[config.mk]
export PLATFORM = sky130hd
export DESIGN_NAME = lpm_clk_ctrl
export DESIGN_NICKNAME = d
export VERILOG_FILES = /design/src/rtl/lpm_pkg.sv /design/src/rtl/lpm_wake_qual.sv /design/src/rtl/lpm_wake_timer.sv /design/src/rtl/lpm_pwr_decode.sv /design/src/rtl/lpm_clk_ctrl.sv
export SDC_FILE = /design/constraint.sdc
export NUM_CORES = 1
export LEC_CHECK = 0
export BUFFER_PORTS_ARGS = -buffer_cell sky130_fd_sc_hd__buf_2
export CAP_MARGIN = 20
export CORE_UTILIZATION = 38
export DETAILED_ROUTE_END_ITERATION = 12
export PLACE_DENSITY = 0.75
export SLEW_MARGIN = 40
export SYNTH_ARGS = -nofsm -noshare
export SYNTH_HDL_FRONTEND = slang
export SYNTH_SLANG_ARGS = --single-unit
[constraint.sdc]
create_clock -name clk_i -period 1.2 [get_ports clk_i]
set_input_delay 0.18 -clock clk_i [delete_from_list [all_inputs] [get_ports clk_i]]
set_output_delay 0.18 -clock clk_i [all_outputs]
set_load 0.02 [all_outputs]
[src/rtl/lpm_pkg.sv]
package lpm_pkg;

    typedef enum logic [2:0] {
        MD_RUN   = 3'd0,
        MD_SLEEP = 3'd1,
        MD_DEEP  = 3'd2,
        MD_PDOWN = 3'd3,
        MD_WAKE  = 3'd4
    } lpm_mode_e;

    typedef enum logic [1:0] {
        FL_OFF    = 2'd0,
        FL_STBY   = 2'd1,
        FL_ACTIVE = 2'd2
    } flash_e;

    localparam logic [1:0] REQ_RUN   = 2'd0;
    localparam logic [1:0] REQ_SLEEP = 2'd1;
    localparam logic [1:0] REQ_DEEP  = 2'd2;
    localparam logic [1:0] REQ_PDOWN = 2'd3;

    typedef struct packed {
        logic   core;
        logic   periph;
        logic   irc;
        logic   irc_out;
        logic   wdosc;
        logic   bod;
        flash_e flash;
        logic   analog;
    } pwr_ctl_t;

endpackage

[src/rtl/lpm_wake_qual.sv]
module lpm_wake_qual #(
    parameter int NW = 4
) (
    input  logic [NW-1:0] src_i,
    input  logic [NW-1:0] en_i,
    output logic [NW-1:0] hit_vec_o,
    output logic          hit_o
);

    for (genvar g = 0; g < NW; g++) begin : g_mask
        assign hit_vec_o[g] = src_i[g] & en_i[g];
    end

    assign hit_o = |hit_vec_o;

endmodule

[src/rtl/lpm_wake_timer.sv]
module lpm_wake_timer #(
    parameter int DS_WAIT = 4,
    parameter int PD_WAIT = 12,
    localparam int MAXW   = (DS_WAIT > PD_WAIT) ? DS_WAIT : PD_WAIT,
    localparam int CW     = (MAXW < 2) ? 1 : $clog2(MAXW)
) (
    input  logic clk_i,
    input  logic rst_ni,
    input  logic load_i,
    input  logic from_pd_i,
    output logic done_o
);

    localparam logic [CW-1:0] DS_LOAD = CW'(DS_WAIT - 1);
    localparam logic [CW-1:0] PD_LOAD = CW'(PD_WAIT - 1);

    logic [CW-1:0] cnt_d, cnt_q;

    always_comb begin
        cnt_d = cnt_q;
        if (load_i) begin
            cnt_d = from_pd_i ? PD_LOAD : DS_LOAD;
        end else if (cnt_q != '0) begin
            cnt_d = cnt_q - 1'b1;
        end
    end

    always_ff @(posedge clk_i or negedge rst_ni) begin
        if (!rst_ni) begin
            cnt_q <= '0;
        end else begin
            cnt_q <= cnt_d;
        end
    end

    assign done_o = (cnt_q == '0);

endmodule

[src/rtl/lpm_pwr_decode.sv]
module lpm_pwr_decode
    import lpm_pkg::*;
(
    input  lpm_mode_e mode_i,
    input  logic      irc_wdt_i,
    input  logic      wdosc_sel_i,
    input  logic      bod_keep_i,
    output pwr_ctl_t  ctl_o
);

    always_comb begin
        ctl_o.core    = 1'b1;
        ctl_o.periph  = 1'b1;
        ctl_o.irc     = 1'b1;
        ctl_o.irc_out = 1'b1;
        ctl_o.wdosc   = wdosc_sel_i;
        ctl_o.bod     = 1'b1;
        ctl_o.flash   = FL_ACTIVE;
        ctl_o.analog  = 1'b1;
        unique case (mode_i)
            MD_RUN: begin
            end
            MD_SLEEP: begin
                ctl_o.core = 1'b0;
            end
            MD_DEEP: begin
                ctl_o.core    = 1'b0;
                ctl_o.periph  = 1'b0;
                ctl_o.irc_out = irc_wdt_i;
                ctl_o.bod     = bod_keep_i;
                ctl_o.flash   = FL_STBY;
                ctl_o.analog  = 1'b0;
            end
            MD_PDOWN: begin
                ctl_o.core    = 1'b0;
                ctl_o.periph  = 1'b0;
                ctl_o.irc     = 1'b0;
                ctl_o.irc_out = 1'b0;
                ctl_o.bod     = bod_keep_i;
                ctl_o.flash   = FL_OFF;
                ctl_o.analog  = 1'b0;
            end
            MD_WAKE: begin
                ctl_o.core   = 1'b0;
                ctl_o.periph = 1'b0;
            end
            default: begin
                ctl_o.core = 1'b0;
            end
        endcase
    end

endmodule

[src/rtl/lpm_clk_ctrl.sv]
module lpm_clk_ctrl
    import lpm_pkg::*;
#(
    parameter int NW      = 4,
    parameter int DS_WAIT = 4,
    parameter int PD_WAIT = 12
) (
    input  logic          clk_i,
    input  logic          rst_ni,
    input  logic [1:0]    mode_req_i,
    input  logic          enter_i,
    input  logic [NW-1:0] wake_src_i,
    input  logic [NW-1:0] wake_en_i,
    input  logic          irc_wdt_i,
    input  logic          wdosc_sel_i,
    input  logic          bod_keep_i,
    output logic          core_clk_en_o,
    output logic          periph_clk_en_o,
    output logic          irc_en_o,
    output logic          irc_out_en_o,
    output logic          wdosc_en_o,
    output logic          bod_en_o,
    output logic [1:0]    flash_mode_o,
    output logic          analog_en_o,
    output logic [2:0]    mode_o,
    output logic [NW-1:0] wake_cause_o
);

    typedef struct packed {
        lpm_mode_e     mode;
        logic [NW-1:0] cause;
    } seq_t;

    seq_t          seq_d, seq_q;
    logic [NW-1:0] hit_vec;
    logic          hit;
    logic          tmr_load;
    logic          tmr_from_pd;
    logic          tmr_done;
    pwr_ctl_t      ctl;

    lpm_wake_qual #(.NW(NW)) u_qual (
        .src_i     (wake_src_i),
        .en_i      (wake_en_i),
        .hit_vec_o (hit_vec),
        .hit_o     (hit)
    );

    lpm_wake_timer #(.DS_WAIT(DS_WAIT), .PD_WAIT(PD_WAIT)) u_timer (
        .clk_i     (clk_i),
        .rst_ni    (rst_ni),
        .load_i    (tmr_load),
        .from_pd_i (tmr_from_pd),
        .done_o    (tmr_done)
    );

    always_comb begin
        seq_d       = seq_q;
        tmr_load    = 1'b0;
        tmr_from_pd = 1'b0;
        unique case (seq_q.mode)
            MD_RUN: begin
                if (enter_i) begin
                    unique case (mode_req_i)
                        REQ_SLEEP: seq_d.mode = MD_SLEEP;
                        REQ_DEEP:  seq_d.mode = MD_DEEP;
                        REQ_PDOWN: seq_d.mode = MD_PDOWN;
                        default:   seq_d.mode = MD_RUN;
                    endcase
                end
            end
            MD_SLEEP: begin
                if (hit) begin
                    seq_d.mode  = MD_RUN;
                    seq_d.cause = hit_vec;
                end
            end
            MD_DEEP: begin
                if (hit) begin
                    seq_d.mode  = MD_WAKE;
                    seq_d.cause = hit_vec;
                    tmr_load    = 1'b1;
                end
            end
            MD_PDOWN: begin
                if (hit) begin
                    seq_d.mode  = MD_WAKE;
                    seq_d.cause = hit_vec;
                    tmr_load    = 1'b1;
                    tmr_from_pd = 1'b1;
                end
            end
            MD_WAKE: begin
                if (tmr_done) begin
                    seq_d.mode = MD_RUN;
                end
            end
            default: begin
                seq_d.mode = MD_RUN;
            end
        endcase
    end

    always_ff @(posedge clk_i or negedge rst_ni) begin
        if (!rst_ni) begin
            seq_q.mode  <= MD_RUN;
            seq_q.cause <= '0;
        end else begin
            seq_q <= seq_d;
        end
    end

    lpm_pwr_decode u_dec (
        .mode_i      (seq_q.mode),
        .irc_wdt_i   (irc_wdt_i),
        .wdosc_sel_i (wdosc_sel_i),
        .bod_keep_i  (bod_keep_i),
        .ctl_o       (ctl)
    );

    assign core_clk_en_o   = ctl.core;
    assign periph_clk_en_o = ctl.periph;
    assign irc_en_o        = ctl.irc;
    assign irc_out_en_o    = ctl.irc_out;
    assign wdosc_en_o      = ctl.wdosc;
    assign bod_en_o        = ctl.bod;
    assign flash_mode_o    = ctl.flash;
    assign analog_en_o     = ctl.analog;
    assign mode_o          = seq_q.mode;
    assign wake_cause_o    = seq_q.cause;

endmodule

### Word level (Yosys, flattened, before mapping)

Cells that the tools add are included.

* add/subtract/negate cells: 1
* $mul: 0
* divide/modulo/power cells: 0
* magnitude comparators: 0
* eq/ne operators: 11
* shifts and indexed selects: 0
* multiplexer cells: 18
* bitwise operators: 4
* reduce and logical (&&, ||, !) cells: 10

Operators with widths (number)
* 4-bit case mux with 2 select lines: 2
* 7-bit 2-to-1 mux: 2
* 4-bit 2-to-1 mux: 3
* 3-bit case mux with 4 select lines: 1
* 3-bit by 2-bit equality test with 1-bit output (second input constant): 2
* 1-bit 2-to-1 mux: 6
* 3-bit 2-to-1 mux: 2
* 2-bit inequality test (second input constant): 3
* 2-bit case mux with 3 select lines: 1
* 1-bit AND: 4
* 2-bit equality test (second input constant): 2
* 4-bit logical NOT: 1
* 4-bit AND reduction: 1
* 2-bit nonzero test: 2
* 4-bit nonzero test: 1
* 4-bit OR reduction: 1
* 4-bit by 1-bit subtractor with 4-bit output (second input constant): 1
* 3-bit by 1-bit equality test with 1-bit output (second input constant): 1
* 3-bit equality test (second input constant): 1
* 3-bit logical NOT: 1
* 3-bit AND reduction: 1
* 3-bit OR reduction: 1
* 2-bit by 1-bit equality test with 1-bit output (second input constant): 1
* 2-bit by 1-bit inequality test with 1-bit output (second input constant): 1
* other kinds (2): 2

* register bits: 11
* bits in latches: 0
* RAM bits: 0
* ROM bits: 0
* output and inout port bits: 16
* logic and storage cells: 47
* memories: 0

### Logic depth before layout (Yosys ltp)

* word-level depth: 6
* mapped depth: 5
* depth with buffers taken out: 5

### By module

A second synthesis with hierarchy kept.

* cells, all modules: 59
* area, all modules: 633.1 sq um

By module, submodules not included
* lpm_clk_ctrl: times used 1, cells an instance 23, area an instance 310.3 sq um, sequential area each 175.2 sq um
* lpm_wake_timer: times used 1, cells an instance 19, area an instance 216.5 sq um, sequential area each 100.1 sq um
* lpm_pwr_decode: times used 1, cells an instance 12, area an instance 71.3 sq um, sequential area each 0.0 sq um
* lpm_wake_qual: times used 1, cells an instance 5, area an instance 35.0 sq um, sequential area each 0.0 sq um

### Least setup slack after synthesis

Ideal clock, no wire load.

* path kind: register -> output
* start: register seq_q (netlist bit mode_o[2])
* end: output flash_mode_o[0]
* arrival time: 1.231 ns
* data required time: 1.020 ns
* slack: -0.211 ns
* cell stages (with the launch flop): 4
* cells stage by stage: dfrtp_1 > and2b_4 > inv_1 > nor2_1

* word-level cells in the longest chain between the ends: 2

RTL lines
* start: declaration: RTL line lpm_clk_ctrl.sv:34 `seq_t seq_d, seq_q;`
* start signal: assignment: RTL line lpm_clk_ctrl.sv:109 `seq_q <= seq_d;`
* 3-bit by 2-bit equality test with 1-bit output: RTL line lpm_pwr_decode.sv:20 `unique case (mode_i)`
* 4-bit case mux with 2 select lines *: RTL line lpm_pwr_decode.sv:20
* end: declaration: RTL line lpm_clk_ctrl.sv:23 `output logic [1:0] flash_mode_o,`

Mark *: on every way between the ends. The rest lies on a longest branch, timed or not.

### Worst setup path after layout

Same ends and word-level chain as after synthesis.

==> flow_summary.json <==
{
  "outcome": "finished, violations left",
  "violations": "setup timing",
  "ios": 32,
  "synth_cell_types": 27,
  "synthDominantCellAreaShare_pct": 45.2,
  "die-area_um2": 1770,
  "yosysMostFrequentCell": "dfrtp_1",
  "antenna_left": 0,
  "grt_pass1_wl_um": 2310,
  "crit_path_start": "mode_o[2]",
  "path_cells": "and2b_4, inv_4, nor2_4, buf_6",
  "ys_top_cells_by_area": "dfrtp_1 (45%), a32o_1 (8.2%), mux2_1 (3.7%)",
  "fin_nets": 120,
  "grt_pass1_vias": 546,
  "worst_r2r_endpoint": "u_timer.cnt_q[0]",
  "async_flop_share_pct": 100,
  "ys_seq_area_share_pct": 45.2,
  "critPathSlowestCell": "dfrtp_2",
  "drt-total-wl_um": 1560,
  "hold_viol": 0,
  "htreeDepth": 1,
  "wire_per_inst_um": 13.2,
  "syn_avg_cell_area_um2": 11.3,
  "dp_hpwl_um": 1060,
  "clkSlewWorstSetupHoldPaths_ps": 80,
  "synth_commonest_cells": "dfrtp_1 (11), a32o_1 (5), inv_1 (5), nor2_1 (4), nand2_1 (3)",
  "antenna_cells": 0,
  "clk_latency_ps": 270,
  "start_util_pct": 40.4,
  "fp.dieH_um": 42.0,
  "coreArea_um2": 1510,
  "setup_viol": 14,
  "place.gp.congestion": 0.792,
  "clockRootBuffer": "clkbuf_4",
  "synthFlopType": "dfrtp_1",
  "portBuffers": 29,
  "syn2layout_area_growth_pct": 69.4,
  "cp.required_ps": 1020,
  "holdCritPathClass": "primary input to flip-flop",
  "start_kind": "flip-flop",
  "num_vias": 603,
  "p_leak_uw": 0.000515,
  "maxCapViolCount": 0,
  "ys.warnings.count": 0,
  "hold_path_startpoint": "mode_req_i[1]",
  "ir_drop_uv": 1220,
  "drt_iter0_markers": 6,
  "cp_num_buf_inv": 2,
  "cp-end-kind": "output port",
  "hold_end": "mode_o[1]",
  "ys_ff_latch": 11,
  "grt_max_degree": 12,
  "worstMarginPinSlew_ps": 252,
  "fin_crit_ps": 1410,
  "holdPathStages": 2,
  "drv_slew": 0,
  "worst_slack_ps": -208,
  "overflow": 0,
  "critPathKind": "flip-flop to output port",
  "drc": 0,
  "numCtsBuffers": 3,
  "multi_input_area_um2": 369,
  "antenna_found_initial": 0,
  "crit_arrival_ps": 1230,
  "fin_crit_sh_pct": 117,
  "ff2ff_path_depth": 6,
  "max_freq_ghz": 0.710,
  "synth_area_leader_cell": "dfrtp_1",
  "cts_tree": "yes",
  "r2r_slack_ps": -130,
  "vias_per_cell": 5.11,
  "cts_buffer_depth": 2,
  "powerDensity_nw_per_um2": 2660,
  "cts_sinks": 11,
  "rsz0062_at_grt": "yes",
  "fin_skew_ps": 1.05,
  "core.rowCount": 14,
  "synth_nets": 71,
  "dieWidth_um": 42.0,
  "synth_edf_count": 0,
  "cp_max_fo": 6,
  "grt_usage_pct": 17.3,
  "slew_headroom_pct": 83.2,
  "seq_area_um2": 278,
  "drive_gt1_share_pct": 69.6,
  "fillers": 110,
  "reg2reg_from": "u_timer.cnt_q[1]",
  "cp_top_family": "flip-flops",
  "max_stage_delay_ps": 430,
  "synth_cells": 54,
  "syn-cell-area_um2": 609,
  "finalSetupTns_ps": -1990,
  "dr.pass1.iters": 4,
  "fin_hold_ws_ps": 156
}
layer usage:
metal | track usage [%] | up-vias | share of wire, %
met5 | 0 | - | 0
met4 | 7.50 | 0 | 1.3
met3 | 5.17 | 4 | 5.1
met2 | 29.1 | 24 | 55
met1 | 20.5 | 284 | 39
li1 | - | 291 | -
registers in the layout, indices dropped and copies added, names as in the netlist:
name and count:
mode_o 3, u_timer.cnt_q 4, wake_cause_o 4
through the flow:
stage / cells / total power (uW) / setup WS [ps] / utilization [%] / area, um2
after floorplan: 54 / 1640 / -127 / - / 653
after global placement: 105 / 2060 / -107 / 57.1 / 860
after detailed placement: 105 / 2090 / -139 / 57.1 / 860
after CTS: 114 / 2560 / -200 / 64.5 / 972
after global routing: 118 / 2910 / -261 / 68.5 / 1030
final: 118 / 2750 / -208 / 68.5 / 1030
power breakdown:
part           switching, uW  internal (uW)
clock                    139            123
combinational            821            968
sequential               153            545
total                   1110           1640
what timing repair did:
item / 4_1_cts / 5_1_grt
pin swaps: 2 / 3
hold endpoints to repair: 11 / 0
buffers inserted: 4 / 4
endpoints found under the setup margin: 12 / 15
resized for setup: 13 / 6
hold buffers: 1 / 0
placed cells by master, fill, tap and decap left out, drive strengths merged, types with 2 or more instances in the layout:
master and count:
dfrtp 11, nor2 4, buf 46, clkbuf 3, a32o 5, nand2 3
mux2 3, a22o 2, inv 5, nor3 3, o21ai 3, nand2b 2
final cells by class:
| type | instances | area share, % |
|---|---|---|
| multi-input cells | 35 | 35.8 |
| repair buffers | 47 | 30.7 |
| flip-flops and latches | 11 | 26.9 |
| clock buffers | 3 | 2.18 |
| inverters | 5 | 2.06 |
| well taps | 16 | 1.94 |
| clock inverters | 1 | 0.485 |
worst register-to-register path, cell delays in order (launching register included):
cell     delay (ps)
dfrtp_1         410
inv_2           100
ha_4            140
nor3b_4         240
buf_4           160
xnor2_2         100
nand2_1          70
worst max path at each step:
stage | endpoint | cells after the start
after detailed placement | u_timer.cnt_q[1] | 5
final | flash_mode_o[0] | 4
after CTS | flash_mode_o[0] | 4
after global placement | u_timer.cnt_q[1] | 5
after global routing | flash_mode_o[0] | 4
after floorplan | flash_mode_o[1] | 3
cell families (layout without fill, tap and decap cells):
group	count (synthesis)	in the layout	synth area share, %
AND/OR/NAND/NOR	16	16	15.6
AO/OA/AOI/OAI	14	14	23.2
flip-flops	11	11	45.2
buffers and inverters	8	56	6.36
multiplexers	3	3	6.16
adder cells (fa/ha/maj)	1	1	2.05
XOR/XNOR	1	1	1.44
Power figures use the tool's default switching activity.
